### config.mk
export PLATFORM = sky130hd
export DESIGN_NAME = mdio_mgmt_master
export DESIGN_NICKNAME = d
export VERILOG_FILES = /design/src/rtl/mdio_mgmt_pkg.sv /design/src/rtl/mdio_mgmt_clkdiv.sv /design/src/rtl/mdio_mgmt_ctrl.sv /design/src/rtl/mdio_mgmt_datapath.sv /design/src/rtl/mdio_mgmt_master.sv
export SDC_FILE = /design/constraint.sdc
export NUM_CORES = 1
export LEC_CHECK = 0
export ABC_AREA = 1
export BUFFER_PORTS_ARGS = -buffer_cell sky130_fd_sc_hd__buf_2
export CAP_MARGIN = 40
export CORE_UTILIZATION = 57
export DETAILED_ROUTE_END_ITERATION = 7
export PLACE_DENSITY = 0.79
export SLEW_MARGIN = 20
export SYNTH_ARGS = -nofsm -noshare
export SYNTH_HDL_FRONTEND = slang
export SYNTH_SLANG_ARGS = --single-unit
### constraint.sdc
create_clock -name clk -period 2.3 [get_ports clk]
set_input_delay 0.46 -clock clk [delete_from_list [all_inputs] [get_ports clk]]
set_output_delay 0.46 -clock clk [all_outputs]
set_load 0.005 [all_outputs]
### src/rtl/mdio_mgmt_pkg.sv
package mdio_mgmt_pkg;

  localparam int FRAME_LEN = 64;
  localparam int REL_IDX   = 46;  // first turnaround bit
  localparam int TA2_IDX   = 47;  // second turnaround bit
  localparam int DATA_IDX  = 48;  // first data bit
  localparam int CNT_W     = $clog2(FRAME_LEN);

  localparam logic [3:0] OFS_STATUS = 4'h0;
  localparam logic [3:0] OFS_CMD    = 4'h8;
  localparam logic [3:0] OFS_DATA   = 4'hC;
  localparam int BUSY_BIT = 3;

  typedef enum logic [1:0] {
    ST_IDLE,
    ST_ARM,
    ST_SHIFT
  } ctlState_t;

  typedef struct packed {
    logic load;        // take a new command
    logic loadRead;    // new command is a read
    logic advance;     // present next frame bit
    logic driveNext;   // output enable for that bit
    logic finish;      // frame over, release line
    logic commitRd;    // copy read result to data register
    logic sampleTa;    // sample second turnaround bit
    logic sampleData;  // shift in a data bit
  } mdioStrobe_t;

endpackage

### src/rtl/mdio_mgmt_clkdiv.sv
module mdio_mgmt_clkdiv #(
  parameter int MDC_HALF = 2
) (
  input  logic clk,
  input  logic rstN,
  output logic mdc,
  output logic fallTick,
  output logic riseTick
);
  localparam int DIV_W = (MDC_HALF > 1) ? $clog2(MDC_HALF) : 1;

  logic [DIV_W-1:0] divCnt;
  logic             terminal;

  assign terminal = (divCnt == DIV_W'(MDC_HALF - 1));
  assign fallTick = terminal && mdc;
  assign riseTick = terminal && !mdc;

  always_ff @(posedge clk) begin
    if (!rstN) begin
      divCnt <= '0;
      mdc    <= 1'b0;
    end else if (terminal) begin
      divCnt <= '0;
      mdc    <= !mdc;
    end else begin
      divCnt <= divCnt + 1'b1;
    end
  end

  a_r9_tick_exclusive: assert property (@(posedge clk) disable iff (!rstN)
    !(fallTick && riseTick));

endmodule

### src/rtl/mdio_mgmt_ctrl.sv
module mdio_mgmt_ctrl
  import mdio_mgmt_pkg::*;
(
  input  logic        clk,
  input  logic        rstN,
  input  logic        cmdWrite,
  input  logic        cmdValid,
  input  logic        cmdRd,
  input  logic        cmdWr,
  input  logic        fallTick,
  input  logic        riseTick,
  output mdioStrobe_t strb,
  output logic        busy
);
  ctlState_t        state;
  logic [CNT_W-1:0] bitCnt;
  logic [CNT_W-1:0] nextCnt;
  logic             isRead;
  logic             lastBit;

  assign nextCnt = bitCnt + 1'b1;
  assign lastBit = (bitCnt == CNT_W'(FRAME_LEN - 1));
  assign busy    = (state != ST_IDLE);

  always_comb begin
    strb          = '0;
    strb.load     = cmdWrite && cmdValid && (cmdRd ^ cmdWr) && (state == ST_IDLE);
    strb.loadRead = cmdRd;
    case (state)
      ST_ARM: begin
        if (fallTick) begin
          strb.advance   = 1'b1;
          strb.driveNext = 1'b1;
        end
      end
      ST_SHIFT: begin
        if (fallTick) begin
          if (lastBit) begin
            strb.finish   = 1'b1;
            strb.commitRd = isRead;
          end else begin
            strb.advance   = 1'b1;
            strb.driveNext = !(isRead && (nextCnt >= CNT_W'(REL_IDX)));
          end
        end
        if (riseTick && isRead) begin
          strb.sampleTa   = (bitCnt == CNT_W'(TA2_IDX));
          strb.sampleData = (bitCnt >= CNT_W'(DATA_IDX));
        end
      end
      default: ;
    endcase
  end

  always_ff @(posedge clk) begin
    if (!rstN) begin
      state  <= ST_IDLE;
      bitCnt <= '0;
      isRead <= 1'b0;
    end else begin
      case (state)
        ST_IDLE: begin
          if (strb.load) begin
            state  <= ST_ARM;
            isRead <= cmdRd;
          end
        end
        ST_ARM: begin
          if (fallTick) begin
            state  <= ST_SHIFT;
            bitCnt <= '0;
          end
        end
        ST_SHIFT: begin
          if (fallTick) begin
            if (lastBit) state <= ST_IDLE;
            else         bitCnt <= nextCnt;
          end
        end
        default: state <= ST_IDLE;
      endcase
    end
  end

  // once busy, stays busy until the frame ends
  a_r1_busy_holds: assert property (@(posedge clk) disable iff (!rstN)
    (busy && !strb.finish) |=> busy);

  // a read result is committed only by a read frame
  a_r5_commit_only_read: assert property (@(posedge clk) disable iff (!rstN)
    strb.commitRd |-> isRead);

endmodule

### src/rtl/mdio_mgmt_datapath.sv
module mdio_mgmt_datapath
  import mdio_mgmt_pkg::*;
(
  input  logic        clk,
  input  logic        rstN,
  input  mdioStrobe_t strb,
  input  logic        busyIn,
  input  logic [31:0] cmdWord,
  input  logic        mdioIn,
  output logic        mdioOut,
  output logic        mdioOe,
  output logic [31:0] dataReg
);
  logic [FRAME_LEN-1:0] shReg;
  logic [FRAME_LEN-1:0] newFrame;
  logic [15:0]          rdShift;
  logic                 taErr;
  logic                 unusedBits;

  assign unusedBits = ^{cmdWord[31:30], cmdWord[3:0]};

  always_comb begin
    newFrame = {32'hFFFF_FFFF, 2'b01,
                strb.loadRead ? 2'b10 : 2'b01,
                cmdWord[29:25], cmdWord[24:20],
                strb.loadRead ? 2'b11 : 2'b10,
                strb.loadRead ? 16'hFFFF : cmdWord[19:4]};
  end

  always_ff @(posedge clk) begin
    if (!rstN) begin
      shReg   <= '0;
      mdioOut <= 1'b0;
      mdioOe  <= 1'b0;
      rdShift <= '0;
      taErr   <= 1'b0;
      dataReg <= '0;
    end else begin
      if (strb.load) begin
        shReg <= newFrame;
        taErr <= 1'b0;
      end else if (strb.advance) begin
        mdioOut <= shReg[FRAME_LEN-1];
        shReg   <= {shReg[FRAME_LEN-2:0], 1'b0};
        mdioOe  <= strb.driveNext;
      end else if (strb.finish) begin
        mdioOe <= 1'b0;
      end
      if (strb.sampleTa)   taErr   <= mdioIn;
      if (strb.sampleData) rdShift <= {rdShift[14:0], mdioIn};
      if (strb.commitRd)   dataReg <= {14'b0, taErr, taErr, rdShift};
    end
  end

  // a new frame is never loaded over a running one
  a_r7_load_only_idle: assert property (@(posedge clk) disable iff (!rstN)
    strb.load |-> !busyIn);

  // data register holds between read completions
  a_r5_data_hold: assert property (@(posedge clk) disable iff (!rstN)
    !strb.commitRd |=> $stable(dataReg));

endmodule

### src/rtl/mdio_mgmt_master.sv
module mdio_mgmt_master
  import mdio_mgmt_pkg::*;
#(
  parameter int MDC_HALF = 2,
  parameter int ADDR_W   = 4
) (
  input  logic              clk,
  input  logic              rstN,
  input  logic [ADDR_W-1:0] busAddr,
  input  logic              busWrEn,
  input  logic [31:0]       busWrData,
  input  logic              busRdEn,
  output logic [31:0]       busRdData,
  output logic              mdcOut,
  output logic              mdioOut,
  output logic              mdioOe,
  input  logic              mdioIn
);
  mdioStrobe_t strb;
  logic        busy;
  logic        fallTick;
  logic        riseTick;
  logic        cmdWrite;
  logic [31:0] dataReg;

  assign cmdWrite = busWrEn && (busAddr == ADDR_W'(OFS_CMD));

  mdio_mgmt_clkdiv #(.MDC_HALF(MDC_HALF)) u_clkdiv (
    .clk      (clk),
    .rstN     (rstN),
    .mdc      (mdcOut),
    .fallTick (fallTick),
    .riseTick (riseTick)
  );

  mdio_mgmt_ctrl u_ctrl (
    .clk      (clk),
    .rstN     (rstN),
    .cmdWrite (cmdWrite),
    .cmdValid (busWrData[31]),
    .cmdRd    (busWrData[2]),
    .cmdWr    (busWrData[1]),
    .fallTick (fallTick),
    .riseTick (riseTick),
    .strb     (strb),
    .busy     (busy)
  );

  mdio_mgmt_datapath u_dp (
    .clk     (clk),
    .rstN    (rstN),
    .strb    (strb),
    .busyIn  (busy),
    .cmdWord (busWrData),
    .mdioIn  (mdioIn),
    .mdioOut (mdioOut),
    .mdioOe  (mdioOe),
    .dataReg (dataReg)
  );

  always_ff @(posedge clk) begin
    if (!rstN) begin
      busRdData <= '0;
    end else if (busRdEn) begin
      case (busAddr)
        ADDR_W'(OFS_STATUS): busRdData <= 32'(busy) << BUSY_BIT;
        ADDR_W'(OFS_DATA):   busRdData <= dataReg;
        default:             busRdData <= '0;
      endcase
    end
  end

  // data output moves only with a falling management clock
  a_r9_mdio_on_fall: assert property (@(posedge clk) disable iff (!rstN)
    !$stable(mdioOut) |-> $fell(mdcOut));

  // the line is driven only while busy
  a_r1_oe_within_busy: assert property (@(posedge clk) disable iff (!rstN)
    mdioOe |-> busy);

  // busy rises only after a valid command write
  a_r8_busy_needs_cmd: assert property (@(posedge clk) disable iff (!rstN)
    $rose(busy) |-> $past(cmdWrite && busWrData[31]));

endmodule

==> impl_summary.txt <==
----------------------------------------------------
[Status]
  Run status ... finished, final reports clean

[Placement]
  Gp weighted congestion ... 0.770
  Post-DP HPWL ... 7270 um
  Dpl cells ... 882
  Count of port buffers added during placement ... 58

[Synthesis]
  Share of the synthesized area in the top cell type ... 45.6%
  YS warnings ... 0
  Total standard cell area after synthesis ... 5620 um2
  Top cells by area, synth ... dfxtp_1 (46%), nand2_1 (6.9%), nand3_1 (6.1%)
  Number of instances in the synthesized netlist ... 734
  Average cell area after synthesis ... 7.66 um2
  Top cell type by total area after synthesis ... dfxtp_1
  Post-synthesis sequential area ratio ... 45.6%
  Post-synthesis register bit count ... 128
  Number of distinct library cells after synthesis ... 31

[Global route]
  Antenna violations before repair ... 0
  Overall fraction of global-route tracks in use ... 24.6%
  Global-route wire length before repair ... 20100 um
  GRT Residual Overflow ... 0
  Vias in the first global route ... 4667
  Pin count of the biggest net entering global routing ... 102

[Critical path]
  End of the critical path ... u_dp.shReg[49]
  Slowest stage cell, crit path ... dfxtp_1
  Reg-to-reg startpoint ... u_ctrl.bitCnt[0]
  Instance count on the critical path ... 11
  Crit. Startpoint ... u_ctrl.bitCnt[0]
  Nature of the critical path endpoint ... flip-flop
  Data required time of the critical path ... 2.71 ns
  Critical path's most frequent cell ... nand2_4
  Category of the most critical setup path ... flip-flop to flip-flop
  Worst path top cell family by delay ... simple AND/OR/NAND/NOR gates
  Setup slack, reg-to-reg ... 0.32 ns
  Register-to-Register Path Depth ... 11
  Crit path arrival time ... 2.38 ns
  Critical path cell sequence ... ha_1 -> nand2_2 -> nor2_4 -> nand2_4 -> nand3_4 -> nand2_4 -> nand2_4 -> nand2_2 -> buf_12 -> nor2_1 -> nor2_1
  Kind of launch point of the worst setup path ... flip-flop
  Critical R2R Capture ... u_dp.shReg[49]
  Maximum fanout encountered on the critical timing path ... 33
  Total buffers and inverters traversed by the critical path ... 1
  Crit path largest cell delay ... 0.40 ns

[STA]
  Hold WS ... 0.218 ns
  Final critical path time including I/O delays and setup ... 1.98 ns
  Slew Limit Headroom ... 65.2%
  Final slew viol count ... 0
  Hold violation total from the final report ... 0
  Worst-margin pin slew ... 0.522 ns
  FMAX ... 0.506 GHz
  Setup repair after global routing missed its margin ... no
  Final total negative setup slack ... 0 ns
  Final period util ... 85.9%
  Final setup violation count ... 0
  Skew final ... 0.00789 ns

[Floorplan]
  Standard cell core area ... 9420 um2
  Die Span X ... 101 um
  Die outline height ... 101 um
  Boundary pin count ... 76
  Row count ... 35
  Initial Utilization ... 59.7%
  Total die area ... 10300 um2

[Routing]
  Post-route antenna net violation count ... 0
  Iter 0 DRT Violations ... 212
  Sum of routed wire length over all layers ... 11600 um
  DRC Markers ... 0
  Average vias per placed instance ... 5.33
  Average wire length per cell after detail routing ... 12.7 um
  Via total after detailed routing ... 4879
  Detailed Routing Iterations Pass 1 ... 5

[Final layout]
  Growth of design area from synthesis to finish ... 15.3%
  Final design utilization ... 68.8%
  Total Nets Final ... 820
  Filler Cell Count ... 763
  N_diodes ... 0
  Layout cell share with drive strength beyond 1 ... 17.2%
  Finished Layout Cells ... 915
  Area used by sequential logic in the layout ... 2560 um2
  Area occupied by multi-input gates ... 2450 um2

[Clock network]
  Buffer count from post-CTS setup fixing ... 0
  Clk sink count ... 128
  H-tree depth ... 4
  Latest clock arrival within the worst-skew pair ... 0.52 ns
  Reg clk slew, reported paths ... 0.06 ns
  Post-CTS resize count ... 0
  Maximum count of clock buffers along a single path ... 2
  Post-cts hold buffer count ... 0
  CTS tree ... done
  Num CTS Buffers ... 17
  Clock root cell ... clkbuf_8

[Power and ir drop]
  Peak supply drop ... 0.561 mV
  Total Power ... 5640 uW
  Pwr/cell area ... 870 nW/um2
  Reported leakage power ... 0.00281 uW

[Job]
  Maximum capacitance violations ... 0

[Worst hold path]
  Hold crit path type ... input pin to flip-flop

----------------------------------------------------
how the worst min path moves through the flow:
stage	from	end	cells after the start
3_5_place_dp	u_dp.rdShift[15]	u_dp.rdShift[15]	2
5_1_grt	mdioIn	u_dp.taErr	3
4_1_cts	mdioIn	u_dp.taErr	3
2_1_floorplan	u_dp.rdShift[15]	u_dp.rdShift[15]	2
6_report	mdioIn	u_dp.taErr	3
3_3_place_gp	u_dp.rdShift[15]	u_dp.rdShift[15]	2
worst reg2reg max path, stage by stage (launching register included):
cell	delay, ns
dfxtp_1	0.40
ha_1	0.20
nand2_2	0.09
nor2_4	0.17
nand2_4	0.08
nand3_4	0.08
nand2_4	0.08
nand2_4	0.23
nand2_2	0.14
buf_12	0.19
nor2_1	0.13
nor2_1	0.07
state kept, by name, indices dropped and copies added (netlist names):
register	flops
u_dp.mdioOe	1
u_dp.shReg	64
u_clkdiv.divCnt	1
u_ctrl.isRead	1
u_clkdiv.mdc	1
u_ctrl.bitCnt	6
u_dp.dataReg	17
u_dp.mdioOut	1
u_dp.taErr	1
busRdData	17
u_ctrl.state	2
u_dp.rdShift	16
cells by family after synthesis:
logic type	share of synthesized area (%)
other	0.0667
and+or+nand+nor	27.3
DFF	45.6
xor gates and xnor gates	0.468
AOI/OAI and AO/OA	13.5
adders and majority gates	1.34
buffers and inverters	11.7
cells in the final DEF, fill, tap and decap left out, drive strengths merged:
master,n
nor3,4
clkbuf,17
a21oi,61
nor2,86
nand4,31
o22ai,2
bufinv,3
conb,14
o211ai,1
buf,72
clkinvlp,3
ha,6
xor2,3
o21ai,85
nor4,1
nand2,110
a22oi,1
dfxtp,128
or2,2
nand3,83
clkinv,3
inv,70
final cells by class:
| type | count | area share [%] |
|---|---|---|
| sequential | 128 | 39.6 |
| multi-input combinational | 490 | 37.8 |
| timing repair buffer | 72 | 6.99 |
| clock buffer | 17 | 6.39 |
| inverter | 64 | 3.71 |
| clock inverter | 15 | 3.05 |
| tap | 129 | 2.49 |
Yosys cell counts:
| library cell | count |
|---|---|
| a21oi_1 | 61 |
| a22oi_1 | 1 |
| buf_2 | 9 |
| buf_4 | 22 |
| buf_6 | 9 |
| buf_8 | 1 |
| clkbuf_1 | 24 |
| clkinv_1 | 1 |
| conb_1 | 1 |
| dfxtp_1 | 128 |
| ha_1 | 6 |
| inv_1 | 60 |
| inv_2 | 3 |
| nand2_1 | 103 |
| nand2_2 | 4 |
| nand2_4 | 3 |
| nand3_1 | 69 |
| nand3_2 | 12 |
| nand3_4 | 2 |
| nand4_1 | 31 |
| nor2_1 | 82 |
| nor2_2 | 2 |
| nor2_4 | 2 |
| nor3_1 | 4 |
| nor4_4 | 1 |
| o211ai_1 | 1 |
| o21ai_0 | 62 |
| o21ai_1 | 23 |
| o22ai_1 | 2 |
| or2_2 | 2 |
| xor2_1 | 3 |
metal layers:
layer	global-route usage, %	wire length (um)
met2	43.6	5890
met4	10.3	193
met5	0	0
met1	28.8	5030
met3	5.31	513
metrics by stage:
stage,cell area (um2),worst slack [ns]
final,6480,0.325
after global placement,5840,0.323
after floorplan,5670,0.628
after detailed placement,5840,0.215
after global routing,6480,0.203
after CTS,6450,0.315
report_power, final:
part | internal [uW] | switching, uW | total, uW
sequential | 2280 | 31.4 | 2310
combinational | 180 | 413 | 594
clock | 1690 | 1050 | 2730
total | 4150 | 1490 | 5640
Note: power is estimated with default switching activity, not from simulation.
